## src/rtl/rankdec_pkg.sv

```systemverilog
package rankdec_pkg;
  localparam int ORG_W = 2;
  localparam int NUM_ORGS = 1 << ORG_W;
  typedef logic [ORG_W-1:0] org_t;
endpackage

```

## src/rtl/rankdec_compare.sv

```systemverilog
module rankdec_compare
  import rankdec_pkg::*;
#(
  parameter int ADDR_W     = 32,
  parameter int UNIT_SHIFT = 26,
  parameter int NUM_RANKS  = 8,
  localparam int BND_W     = ADDR_W - UNIT_SHIFT,
  localparam int RANK_W    = $clog2(NUM_RANKS)
) (
  input  logic                       clk,
  input  logic                       rst_n,
  input  logic                       in_valid,
  input  logic [ADDR_W-1:0]          in_addr,
  input  logic [NUM_RANKS*BND_W-1:0] bound_flat,
  input  logic [NUM_RANKS*ORG_W-1:0] org_flat,
  output logic                       s1_valid,
  output logic                       s1_miss,
  output logic [RANK_W-1:0]          s1_rank,
  output logic [ADDR_W-1:0]          s1_addr,
  output logic [BND_W-1:0]           s1_base,
  output org_t                       s1_org
);

  logic [BND_W-1:0]     lim [NUM_RANKS];
  logic [BND_W-1:0]     lo  [NUM_RANKS];
  org_t                 org_a [NUM_RANKS];
  logic [NUM_RANKS-1:0] under;
  logic [BND_W-1:0]     unit;

  assign unit = in_addr[ADDR_W-1:UNIT_SHIFT];

  // Parallel comparison against every cumulative limit
  for (genvar g = 0; g < NUM_RANKS; g++) begin : g_rank
    assign lim[g]   = bound_flat[g*BND_W +: BND_W];
    assign org_a[g] = org_flat[g*ORG_W +: ORG_W];
    assign under[g] = (unit < lim[g]);
    if (g == 0) begin : g_first
      assign lo[g] = '0;
    end else begin : g_next
      assign lo[g] = lim[g-1];
    end
  end

  // Next-state: lowest rank whose limit lies above the address
  logic              hit_d;
  logic [RANK_W-1:0] rank_d;
  logic [BND_W-1:0]  base_d;
  org_t              org_d;

  always_comb begin
    hit_d  = 1'b0;
    rank_d = '0;
    base_d = '0;
    org_d  = '0;
    for (int i = NUM_RANKS - 1; i >= 0; i--) begin
      if (under[i]) begin
        hit_d  = 1'b1;
        rank_d = RANK_W'(i);
        base_d = lo[i];
        org_d  = org_a[i];
      end
    end
  end

  // Registers: valid always advances, payload loads on a request
  always_ff @(posedge clk or negedge rst_n) begin
    if (!rst_n) begin
      s1_valid <= 1'b0;
      s1_miss  <= 1'b0;
      s1_rank  <= '0;
      s1_addr  <= '0;
      s1_base  <= '0;
      s1_org   <= '0;
    end else begin
      s1_valid <= in_valid;
      if (in_valid) begin
        s1_miss <= !hit_d;
        s1_rank <= rank_d;
        s1_addr <= in_addr;
        s1_base <= base_d;
        s1_org  <= org_d;
      end
    end
  end

  // the chosen rank window contains the address
  a_r2_window_holds: assert property (@(posedge clk) disable iff (!rst_n)
    (in_valid && hit_d) |-> (unit < lim[rank_d]) && (unit >= lo[rank_d]));

  // a miss only when the address clears the top limit
  a_r4_miss_above_top: assert property (@(posedge clk) disable iff (!rst_n)
    (in_valid && !hit_d) |-> (unit >= lim[NUM_RANKS-1]));

endmodule

```

## src/rtl/rankdec_split.sv

```systemverilog
module rankdec_split
  import rankdec_pkg::*;
#(
  parameter int ADDR_W     = 32,
  parameter int UNIT_SHIFT = 26,
  parameter int RANK_W     = 3,
  parameter int COL_MIN    = 9,
  parameter int BANK_W     = 3,
  localparam int BND_W     = ADDR_W - UNIT_SHIFT,
  localparam int COL_W     = COL_MIN + NUM_ORGS - 1,
  localparam int ROW_W     = ADDR_W - COL_MIN - BANK_W
) (
  input  logic              clk,
  input  logic              rst_n,
  input  logic              s1_valid,
  input  logic              s1_miss,
  input  logic [RANK_W-1:0] s1_rank,
  input  logic [ADDR_W-1:0] s1_addr,
  input  logic [BND_W-1:0]  s1_base,
  input  org_t              s1_org,
  output logic              out_valid,
  output logic              out_miss,
  output logic [RANK_W-1:0] out_rank,
  output logic [BANK_W-1:0] out_bank,
  output logic [ROW_W-1:0]  out_row,
  output logic [COL_W-1:0]  out_col
);

  logic [ADDR_W-1:0] offset;
  assign offset = s1_addr - {s1_base, {UNIT_SHIFT{1'b0}}};

  // One constant-slice field split per organization code
  logic [COL_W-1:0]  col_v  [NUM_ORGS];
  logic [BANK_W-1:0] bank_v [NUM_ORGS];
  logic [ROW_W-1:0]  row_v  [NUM_ORGS];

  for (genvar g = 0; g < NUM_ORGS; g++) begin : g_org
    localparam int CW = COL_MIN + g;
    assign col_v[g]  = COL_W'(offset[CW-1:0]);
    assign bank_v[g] = offset[CW +: BANK_W];
    assign row_v[g]  = ROW_W'(offset >> (CW + BANK_W));
  end

  logic [RANK_W-1:0] rank_d;
  logic [BANK_W-1:0] bank_d;
  logic [ROW_W-1:0]  row_d;
  logic [COL_W-1:0]  col_d;

  always_comb begin
    if (s1_miss) begin
      rank_d = '0;
      bank_d = '0;
      row_d  = '0;
      col_d  = '0;
    end else begin
      rank_d = s1_rank;
      bank_d = bank_v[s1_org];
      row_d  = row_v[s1_org];
      col_d  = col_v[s1_org];
    end
  end

  always_ff @(posedge clk or negedge rst_n) begin
    if (!rst_n) begin
      out_valid <= 1'b0;
      out_miss  <= 1'b0;
      out_rank  <= '0;
      out_bank  <= '0;
      out_row   <= '0;
      out_col   <= '0;
    end else begin
      out_valid <= s1_valid;
      if (s1_valid) begin
        out_miss <= s1_miss;
        out_rank <= rank_d;
        out_bank <= bank_d;
        out_row  <= row_d;
        out_col  <= col_d;
      end
    end
  end

  // the column never uses bits beyond the width chosen by the code
  a_r6_col_fits: assert property (@(posedge clk) disable iff (!rst_n)
    (out_valid && !out_miss) |->
      ((32'(out_col) >> (COL_MIN + 32'($past(s1_org)))) == 32'd0));

endmodule

```

## src/rtl/rankdec_top.sv

```systemverilog
module rankdec_top
  import rankdec_pkg::*;
#(
  parameter int ADDR_W     = 32,
  parameter int UNIT_SHIFT = 26,
  parameter int NUM_RANKS  = 8,
  parameter int COL_MIN    = 9,
  parameter int BANK_W     = 3,
  localparam int BND_W     = ADDR_W - UNIT_SHIFT,
  localparam int RANK_W    = $clog2(NUM_RANKS),
  localparam int COL_W     = COL_MIN + NUM_ORGS - 1,
  localparam int ROW_W     = ADDR_W - COL_MIN - BANK_W
) (
  input  logic                       clk,
  input  logic                       rst_n,
  input  logic                       in_valid,
  input  logic [ADDR_W-1:0]          in_addr,
  input  logic [NUM_RANKS*BND_W-1:0] bound_flat,
  input  logic [NUM_RANKS*ORG_W-1:0] org_flat,
  output logic                       out_valid,
  output logic                       out_miss,
  output logic [RANK_W-1:0]          out_rank,
  output logic [BANK_W-1:0]          out_bank,
  output logic [ROW_W-1:0]           out_row,
  output logic [COL_W-1:0]           out_col
);

  logic              s1_valid;
  logic              s1_miss;
  logic [RANK_W-1:0] s1_rank;
  logic [ADDR_W-1:0] s1_addr;
  logic [BND_W-1:0]  s1_base;
  org_t              s1_org;

  rankdec_compare #(
    .ADDR_W     (ADDR_W),
    .UNIT_SHIFT (UNIT_SHIFT),
    .NUM_RANKS  (NUM_RANKS)
  ) u_compare (
    .clk        (clk),
    .rst_n      (rst_n),
    .in_valid   (in_valid),
    .in_addr    (in_addr),
    .bound_flat (bound_flat),
    .org_flat   (org_flat),
    .s1_valid   (s1_valid),
    .s1_miss    (s1_miss),
    .s1_rank    (s1_rank),
    .s1_addr    (s1_addr),
    .s1_base    (s1_base),
    .s1_org     (s1_org)
  );

  rankdec_split #(
    .ADDR_W     (ADDR_W),
    .UNIT_SHIFT (UNIT_SHIFT),
    .RANK_W     (RANK_W),
    .COL_MIN    (COL_MIN),
    .BANK_W     (BANK_W)
  ) u_split (
    .clk       (clk),
    .rst_n     (rst_n),
    .s1_valid  (s1_valid),
    .s1_miss   (s1_miss),
    .s1_rank   (s1_rank),
    .s1_addr   (s1_addr),
    .s1_base   (s1_base),
    .s1_org    (s1_org),
    .out_valid (out_valid),
    .out_miss  (out_miss),
    .out_rank  (out_rank),
    .out_bank  (out_bank),
    .out_row   (out_row),
    .out_col   (out_col)
  );

  // a request yields a result exactly two cycles later
  a_r9_latency_on: assert property (@(posedge clk) disable iff (!rst_n)
    in_valid |=> ##1 out_valid);

  // no result appears without a request two cycles earlier
  a_r9_latency_off: assert property (@(posedge clk) disable iff (!rst_n)
    !in_valid |=> ##1 !out_valid);

  // a miss drives every selection field to zero
  a_r4_miss_zero: assert property (@(posedge clk) disable iff (!rst_n)
    (out_valid && out_miss) |->
      (out_rank == '0 && out_bank == '0 && out_row == '0 && out_col == '0));

endmodule

```

## config.mk

```make
export PLATFORM = sky130hd
export DESIGN_NAME = rankdec_top
export DESIGN_NICKNAME = d
export VERILOG_FILES = /design/src/rtl/rankdec_pkg.sv /design/src/rtl/rankdec_compare.sv /design/src/rtl/rankdec_split.sv /design/src/rtl/rankdec_top.sv
export SDC_FILE = /design/constraint.sdc
export NUM_CORES = 1
export LEC_CHECK = 0
export BUFFER_PORTS_ARGS = -buffer_cell sky130_fd_sc_hd__clkbuf_2
export CORE_MARGIN = 8
export CORE_UTILIZATION = 54
export CTS_CLUSTER_DIAMETER = 200
export DETAILED_ROUTE_END_ITERATION = 7
export PLACE_DENSITY = 0.81
export SLEW_MARGIN = 25
export SYNTH_ARGS = -nofsm -noshare
export SYNTH_HDL_FRONTEND = slang
export SYNTH_SLANG_ARGS = --single-unit
```

## constraint.sdc

```tcl
create_clock -name clk -period 2.5 [get_ports clk]
set_input_delay 0.125 -clock clk [delete_from_list [all_inputs] [get_ports clk]]
set_output_delay 0.125 -clock clk [all_outputs]
set_load 0.005 [all_outputs]
```

# Word-level counts from Yosys, hierarchy flattened
# Index checks and enable logic that the tools add are counted.
# W data, S select, Z words.
[op_classes]
n_bitwise = 1
reduce_logical = 1
muxes = 45
eq_ne = 0
shifts = 0
div_mod_pow = 0
addsub = 1
order_cmp = 9
mul = 0
[ops]
columns = ["operator", "count"]
rows = [
  ["$mux W20", 3],
  ["$lt A6 B6 Y1", 8],
  ["$mux W6", 8],
  ["$bmux W20 S2", 1],
  ["$mux W12", 3],
  ["$mux W3", 12],
  ["$sub A32 B32 Y32", 1],
  ["$bmux W12 S2", 1],
  ["$mux W2", 8],
  ["$mux W1", 8],
  ["$bmux W3 S2", 1],
  ["$ge A3 B3 Y1 const B", 1],
  ["$not A2 Y3", 1],
  ["$logic_not A1 Y1", 1],
]
[word_totals]
ramBits = 0
mem_bits_ro = 0
out_inout_bits = 40
word_cells = 69
regBits = 85
latchBits = 0
in_bits = 99
n_memories = 0

# Logic depth before layout (Yosys ltp)
# Gate-level depths: netlist (run 1).
[depth]
ltp_word = 10
ltp_mapped = 11
depth_no_buf = 11

# Modules after synthesis
# Synthesis (run 1) repeated with hierarchy kept, for this count alone.
[unflattened]
cells_unflattened = 558
hier_area_um2 = 5572.8
[by_module_without_submodules]
columns = ["module", "n_inst", "seq_area_each_um2", "area_each_um2", "cells_each"]
rows = [
  ["rankdec_compare", 1, 1126.1, 3306.9, 345],
  ["rankdec_split", 1, 1001.0, 2265.9, 213],
]

# Worst setup path before layout (run 1)
# Ideal clock, no wire load.
[synth_timing]
path_type = "in2reg"
startpoint = "input port bound_flat[27]"
endpoint = "register u_compare.s1_base[1]"
path_slack_ns = 0.530
arrival_ns = 1.888
stages = 9
cell_sequence = "inv_1 > ha_1 > a211oi_1 > o21bai_1 > o21bai_1 > nand2_1 > a221oi_1 > or4_1 > a22oi_2"
[synth_between]
elab_chain_cells = 6
[synth_rtl]
columns = ["element", "line", "text"]
rows = [
  ["start: declaration", "rankdec_top.sv:18", "input logic [NUM_RANKS*BND_W-1:0] bound_flat,"],
  ["$lt A6 B6 Y1", "rankdec_compare.sv:36", "assign under[g] = (unit < lim[g]);"],
  ["$mux W6 (5 in series)", "rankdec_compare.sv:56", "if (under[i]) begin"],
  ["end signal: assignment", "rankdec_compare.sv:80", "s1_base <= base_d;"],
  ["end: declaration", "rankdec_compare.sv:20", "output logic [BND_W-1:0] s1_base,"],
]
# Every way passes these cells.
# A chain may end at the register's enable or synchronous reset.

# Worst setup path in the final report (run 1)
[layout_timing]
startpoint = "register u_compare.s1_addr[26]"
endpoint = "register u_split.out_row[17]"
[layout_between]
elab_chain_cells = 5
[layout_rtl]
columns = ["element", "line", "text"]
rows = [
  ["start: declaration", "rankdec_compare.sv:19", "output logic [ADDR_W-1:0] s1_addr,"],
  ["start signal: assignment", "rankdec_compare.sv:79", "s1_addr <= in_addr;"],
  ["$sub A32 B32 Y32", "rankdec_split.sv:30", "assign offset = s1_addr - {s1_base, {UNIT_SHIFT{1'b0}}};"],
  ["$bmux W20 S2", "rankdec_split.sv:58", "row_d = row_v[s1_org];"],
  ["$mux W20 (implied by the code) (2 in series)", "rankdec_split.sv:58", ""],
  ["$mux W20", "rankdec_split.sv:50", "if (s1_miss) begin"],
  ["end signal: assignment", "rankdec_split.sv:77", "out_row <= row_d;"],
  ["end: declaration", "rankdec_split.sv:25", "output logic [ROW_W-1:0] out_row,"],
]
# Every way passes these cells. The select of a mux whose other input is x is not followed.

==> results of run 1 <==
[sequential cells by signal, summed over array words and instances (netlist names)]
| register | flops |
|---|---|
| u_compare.s1_addr | 32 |
| u_split.out_row | 20 |
| u_split.out_col | 12 |
| u_compare.s1_base | 6 |
| u_compare.s1_rank | 3 |
| u_split.out_bank | 3 |
| u_split.out_rank | 3 |
| u_compare.s1_org | 2 |
| u_compare.s1_miss | 1 |
| u_compare.s1_valid | 1 |
| u_split.out_miss | 1 |
| u_split.out_valid | 1 |
[worst max-delay path by stage]
stage / endpoint / slack, ns / cells past startpoint
detailed placement: u_compare.s1_base[1]$_DFFE_PN0P_ / 0.07 / 9
global placement: u_compare.s1_base[1]$_DFFE_PN0P_ / 0.11 / 9
floorplan: u_compare.s1_base[1]$_DFFE_PN0P_ / 0.53 / 9
finish: u_split.out_row[17]$_DFFE_PN0P_ / 0.37 / 10
global route: u_split.out_row[17]$_DFFE_PN0P_ / 0.19 / 9
CTS: u_split.out_row[17]$_DFFE_PN0P_ / 0.37 / 10
[stage by stage]
stage | setup slack [ns] | instance area, sq um
5_1_grt | 0.1919 | 6678
3_3_place_gp | 0.1149 | 6377
2_1_floorplan | 0.5298 | 5472
4_1_cts | 0.3688 | 6668
6_report | 0.3747 | 6678
3_5_place_dp | 0.07271 | 6377
[layer usage]
metal | up-vias | routed length, microns | part of all wire | GRT usage
met5 | - | 0 | 0 | 0
met4 | 0 | 391 | 0.024 | 0.09556
met3 | 31 | 1057 | 0.065 | 0.04809
met2 | 207 | 8023 | 0.49 | 0.4361
met1 | 2338 | 6833 | 0.42 | 0.2940
li1 | 2353 | - | - | -
[cell usage in the layout (no fill, tap or decap), types with 20 or more instances in the layout]
cell | synthesis | final
nor2_1 | 23 | 23
a21oi_1 | 29 | 29
buf_4 | 1 | 20
dfrtp_1 | 85 | 84
o21ai_0 | 29 | 29
nand2_1 | 22 | 22
clkbuf_2 | 0 | 137
ha_1 | 45 | 45
mux2_2 | 37 | 37
inv_1 | 81 | 81
[worst max-delay path, stage by stage, from the launching register on]
cell,delay [ns]
dfrtp_1,0.36
inv_1,0.07
ha_1,0.17
inv_1,0.07
fa_1,0.40
a21o_1,0.18
a21oi_1,0.18
xnor2_1,0.10
nand2_1,0.07
o21ai_0,0.10
a221o_1,0.31
[area by class of cell]
class / instances / area [sq um]
clock buffer: 11 / 141.4
clock inverter: 4 / 48.80
fill: 813 / 3142
inverter: 82 / 307.8
multi-input combinational: 372 / 2919
sequential: 85 / 2128
tap: 133 / 166.4
timing repair buffer: 169 / 965.9
[repair_timing]
item | in CTS | in global routing
gates resized for setup | 0 | 0
hold endpoints to repair | 60 | 1
hold buffers | 10 | 1
setup buffers | 0 | 0
[cell families (layout without fill, tap and decap cells)]
kind of cell / count (synthesis) / count (layout)
xor+xnor: 4 / 4
flops: 85 / 85
fa+ha+maj: 46 / 46
simple gates: 109 / 109
mux: 51 / 51
compound gates: 162 / 162
buf+inv: 110 / 266
[power groups by stage]
stage / registers [mW] / logic [mW] / clock network (mW)
3_3_place_gp: 1.77 / 1.38 / 0
2_1_floorplan: 1.74 / 0.888 / 0
4_1_cts: 1.75 / 1.45 / 0.965
6_report: 1.76 / 1.45 / 0.955
5_1_grt: 1.79 / 1.61 / 1.03
3_5_place_dp: 1.78 / 1.43 / 0
==> out/results.ini, run 1 <==
[timing]
hold_slack_ns=0.01239
maxSlewViolCount=0
setup_repair_after_global_routing_missed_its_margin=no
hold_violations=0
tightestPinTransition_ns=0.6680
worst_slew_margin_rel=0.5547
layout_min_cycle_time_ns=2.125
timing.final.setup_violations=0
finalCritPeriodShare=0.8501
fin_tns_setup_ns=0
finalClockSkew_ns=0.01309
max_clock_freq_ghz=0.4705

[synth]
synth-simple-area-share=0.1018
synth_most_common_cell=dfrtp_1
xor_xnor_share_of_the_synthesized_area=0.006403
avgSynthCellArea_sq_um=9.650
synth_enable_flop_cells=0
top_post_synthesis_cells_by_count=85 x dfrtp_1, 81 x inv_1, 45 x ha_1, 37 x mux2_2
synth_adder_area_share=0.1066
yosysTopAreaCellShare=0.3887
postSynthCellCount=567
yosysWarningCount=0
post_synthesis_net_count=712
synthDistinctLibCells=59
netlist.top_cell.by_area=dfrtp_1
synth_compound_area_frac=0.2056
synth.area.mux_share=0.1132
synth-seq-area-share=0.3887
flop_and_latch_count_out_of_synthesis=85
synth_flop_cell=dfrtp_1
syn-cell-area_sq_mm=0.005471
main_combinational_cell_family_by_area_after_synthesis=compound AO/OA/AOI/OAI gates
share_of_flip_flops_with_an_asynchronous_set_or_reset=1.000
synthTopCellsByArea=dfrtp_1 39%, ha_1 10%, mux2_2 7.6%, inv_1 5.6%, a21oi_1 2.7%

[power]
p_comb_frac=0.349
p_leak_nw=3.357
power.share.clock=0.229
total_power_mw=4.163
irDropWorstVdd_uv=283.3
power.density_cell_area_mw_per_mm2=623.4
power_frac_seq=0.422
p_int_mw=2.755
power_switching_mw=1.409
sw_frac_of_total=0.3384

[die]
pin_count=139
core-area_sq_mm=0.009819
floorplan.initialDensity=0.5572
dieHeight_microns=116.7
die_area_sq_mm=0.01361
num_rows=36
die_w_microns=116.7

[critical_path]
ff2ff_setup_slack_ns=0.37
worstSetupEndpointType=flip-flop
setup.worst_path.start=u_compare.s1_addr[26]$_DFFE_PN0P_
reg2reg_from=u_compare.s1_addr[26]$_DFFE_PN0P_
timing.reg2reg.worst_path_depth=10
crit_path_max_fanout=2
timing.critical_path.from_type=flip-flop
worstPathRequired_ns=2.74
reg2reg_to=u_split.out_row[17]$_DFFE_PN0P_
worst_ep_arrival_time_ns=2.37
timing.setup.critical_path_class=flip-flop to flip-flop

[clocking]
numClockSinks=85
cts_tree=built
clk-insertion-delay-late_ns=0.35
master_cell_of_the_clock_root_buffer=clkbuf_8
cts.path.max_buffers=2
numCtsBuffers=9
clk_pin_slew_ns=0.08
ctsHtreeMaxLevel=3

[drt]
routed_wl_microns=16310
final_antenna_net_count=0
drcViolationCount=0
routedWlPerCell_microns=19.05
avgViaCountPerCell=5.758
drt_iter0_drc=295
routed-via-count=4929
drt_pass1_iterations=5

[placed_design]
finalWeightedCongestion=0.9540
detailedPlacementHpwl_microns=12780
placement.io_buffers=138
place.detailed.instances=830

[flow_run]
maxCapViolations=0

[global_routing]
grt_first_pass_wirelength_microns=26230
overflow=0
vias_in_the_first_global_route=5287
grt_use_total=0.2484
antenna_violations_before_repair=0
grt_max_degree=63

[hold_path]
hold_path_depth=2
min_to=u_compare.s1_addr[21]$_DFFE_PN0P_
hp-class=input pin to flip-flop
min_from=in_addr[21]

[cells_and_area]
finish.cell_count_without_fillers=856
utilization=0.6800
fraction_of_final_layout_cells_with_drive_strength_greater_than_1=0.3237
final_layout_net_count=864
diodes=0
synthToLayoutAreaGrowth_pct=22.04

[status]
run_status=completed

Note: power is estimated with default switching activity, not from simulation.
==> run 2, diff against run 1 <==
Settings changed: CELL_PAD_IN_SITES_DETAIL_PLACEMENT set to 0, CELL_PAD_IN_SITES_GLOBAL_PLACEMENT set to 1, CORE_UTILIZATION 54 to 37, HOLD_SLACK_MARGIN set to 0.02, PLACE_DENSITY 0.81 to unset, PLACE_DENSITY_LB_ADDON set to 0.1.
Clock period 2.5 ns to 1.9 ns, I/O delays scaled along.
==> out/results.ini, run 2 (synthesis results as in run 1) <==
[status]
run_status=finished, violations left
failing_checks=setup timing

[global_routing]
global_route.usage.met3=0.03282
groute.layer.met1.usage=0.2316
grt_first_pass_wirelength_microns=26790
globalRoute.busiestLayer=met2
antenna_violations_before_repair=0
overflow=0
vias_in_the_first_global_route=5573
grt_max_degree=51
grt_use_total=0.1776
met2_usage=0.2865

[critical_path]
timing.critical_path.from_type=flip-flop
worstSetupEndpointType=flip-flop
worstPathRequired_ns=2.11
worst_ep_arrival_time_ns=2.14
worstSetupPathDepth=8
slowest_stage=dfrtp_1
timing.reg2reg.worst_path_depth=8
worstPathCellList=buf_4, fa_2, a21o_1, a21oi_2, xnor2_2, nand2_1, o21ai_2, a221o_1
slowest_delay_ns=0.41
timing.setup.critical_path_class=flip-flop to flip-flop
crit_family=compound AO/OA/AOI/OAI gates
crit_path_max_fanout=2
critPathBufInv=1

[die]
core-area_sq_mm=0.01448
num_rows=44
pin_count=139
floorplan.initialDensity=0.3779
dieHeight_microns=137.6
die_area_sq_mm=0.01894
die_w_microns=137.6

[timing]
worst_slew_margin_rel=0.6054
setup_repair_after_global_routing_missed_its_margin=yes
fin_tns_setup_ns=-0.02803
max_clock_freq_ghz=0.5189
tightestPinTransition_ns=0.5918
timing.final.setup_violations=2
layout_min_cycle_time_ns=1.927
hold_violations=0
finalClockSkew_ns=0.004559
maxSlewViolCount=0
hold_slack_ns=0.04382
finalCritPeriodShare=1.014
fin_ws_ns=-0.02733

[power]
p_leak_nw=3.932
power.density_cell_area_mw_per_mm2=835.1
total_power_mw=6.580
irDropWorstVdd_uv=397.7

[clocking]
numClockSinks=85
cts_tree=built
clk-insertion-delay-late_ns=0.33
ctsHtreeMaxLevel=3
numCtsBuffers=9
clk_pin_slew_ns=0.06
cts.path.max_buffers=2
master_cell_of_the_clock_root_buffer=clkbuf_16

[drt]
drt_iter0_drc=329
routed_wl_microns=16580
drcViolationCount=0
final_antenna_net_count=0
avgViaCountPerCell=5.151
routed-via-count=5177
drt_pass1_iterations=4
routedWlPerCell_microns=16.50

[placed_design]
detailedPlacementHpwl_microns=13210
finalWeightedCongestion=0.9086
place_ws_ns=-0.3641
placement.io_buffers=138

[flow_run]
maxCapViolations=0

[hold_path]
hold_path_depth=3
hp-class=input pin to flip-flop

[cells_and_area]
most_used_cells_in_the_layout_excluding_fill_and_tap_cells=133 x clkbuf_2, 96 x buf_4, 84 x dfrtp_1
final_layout_net_count=961
final_common_cell=clkbuf_2
utilization=0.5442
reg_top3=u_compare.s1_addr: 32 flops, u_split.out_row: 20 flops, u_split.out_col: 12 flops
fraction_of_final_layout_cells_with_drive_strength_greater_than_1=0.4202
diodes=0
largest_register_ff_count=32
synthToLayoutAreaGrowth_pct=44.02
fillCellCount=1355
top_register=u_compare.s1_addr

-- run 2: cell types whose count changed in the layout (fill, tap and decap cells not counted), moves of 4 or more --
cell	delta
buf_12	+5
o21ai_0	-4
clkbuf_8	-10
clkbuf_16	+9
a21oi_2	+4
a221oi_1	-4
buf_4	+76
a221oi_2	+4
dlygate4sd3_1	+16
a21oi_1	-4
clkbuf_2	-4
buf_2	+4
-- run 2: what timing repair did --
| item | CTS | global route |
|---|---|---|
| buffers inserted | 2 | 1 |
| pin swaps | 9 | 23 |
| hold endpoints to repair | 57 | 0 |
| hold buffers | 27 | 0 |
| gates resized for setup | 13 | 22 |
| gates cloned | 0 | 0 |
| setup endpoints to repair | 10 | 17 |
-- run 2: area by class of cell --
| type | count | area [sq um] | area share |
|---|---|---|---|
| clock buffers | 9 | 225.2 | 0.02858 |
| flip-flops and latches | 85 | 2128 | 0.2701 |
| well taps | 184 | 230.2 | 0.02922 |
| multi-input cells | 372 | 3069 | 0.3895 |
| repair buffers | 266 | 1797 | 0.2280 |
| inverters | 82 | 307.8 | 0.03906 |
| clock inverters | 7 | 122.6 | 0.01556 |
-- run 2: where the power goes --
| part | internal, mW | switching [mW] |
|---|---|---|
| clock | 1.29 | 0.706 |
| sequential | 2.10 | 0.203 |
| combinational | 1.18 | 1.10 |
| total | 4.57 | 2.01 |
-- run 2: metrics by stage --
| stage | cell area [sq um] | instances |
|---|---|---|
| after floorplan | 5482 | 567 |
| after global placement | 7099 | 959 |
| after detailed placement | 7099 | 959 |
| after CTS | 7766 | 1004 |
| after global routing | 7880 | 1005 |
| final | 7880 | 1005 |
-- run 2: path summary, 6_finish.rpt --
path	startpoint	endpoint	slack [ns]
worst min-delay path	org_flat[0]	u_compare.s1_org[0]$_DFFE_PN0P_	0.04
min in group asynchronous	rst_n	u_split.out_row[5]$_DFFE_PN0P_	0.26
max in group asynchronous	rst_n	u_compare.s1_addr[30]$_DFFE_PN0P_	1.02
worst min register to register	u_compare.s1_addr[1]$_DFFE_PN0P_	u_compare.s1_addr[1]$_DFFE_PN0P_	0.51
worst max register to register	u_compare.s1_addr[27]$_DFFE_PN0P_	u_split.out_row[17]$_DFFE_PN0P_	-0.03
worst max-delay path	u_compare.s1_addr[27]$_DFFE_PN0P_	u_split.out_row[17]$_DFFE_PN0P_	-0.03
-- run 2: metal layers --
| metal | part of all wire | wire length [microns] | up-vias |
|---|---|---|---|
| met5 | 0 | 0 | - |
| met2 | 0.47 | 7726 | 142 |
| met3 | 0.055 | 916 | 22 |
| met4 | 0.024 | 396 | 0 |
| met1 | 0.45 | 7539 | 2459 |
| li1 | - | - | 2554 |
-- run 2: worst reg2reg max path, cell delays in order, from the launching register on --
cell and delay (ns):
dfrtp_1 0.41, buf_4 0.16, fa_2 0.39, a21o_1 0.18, a21oi_2 0.17, xnor2_2 0.08, nand2_1 0.08, o21ai_2 0.07
a221o_1 0.29
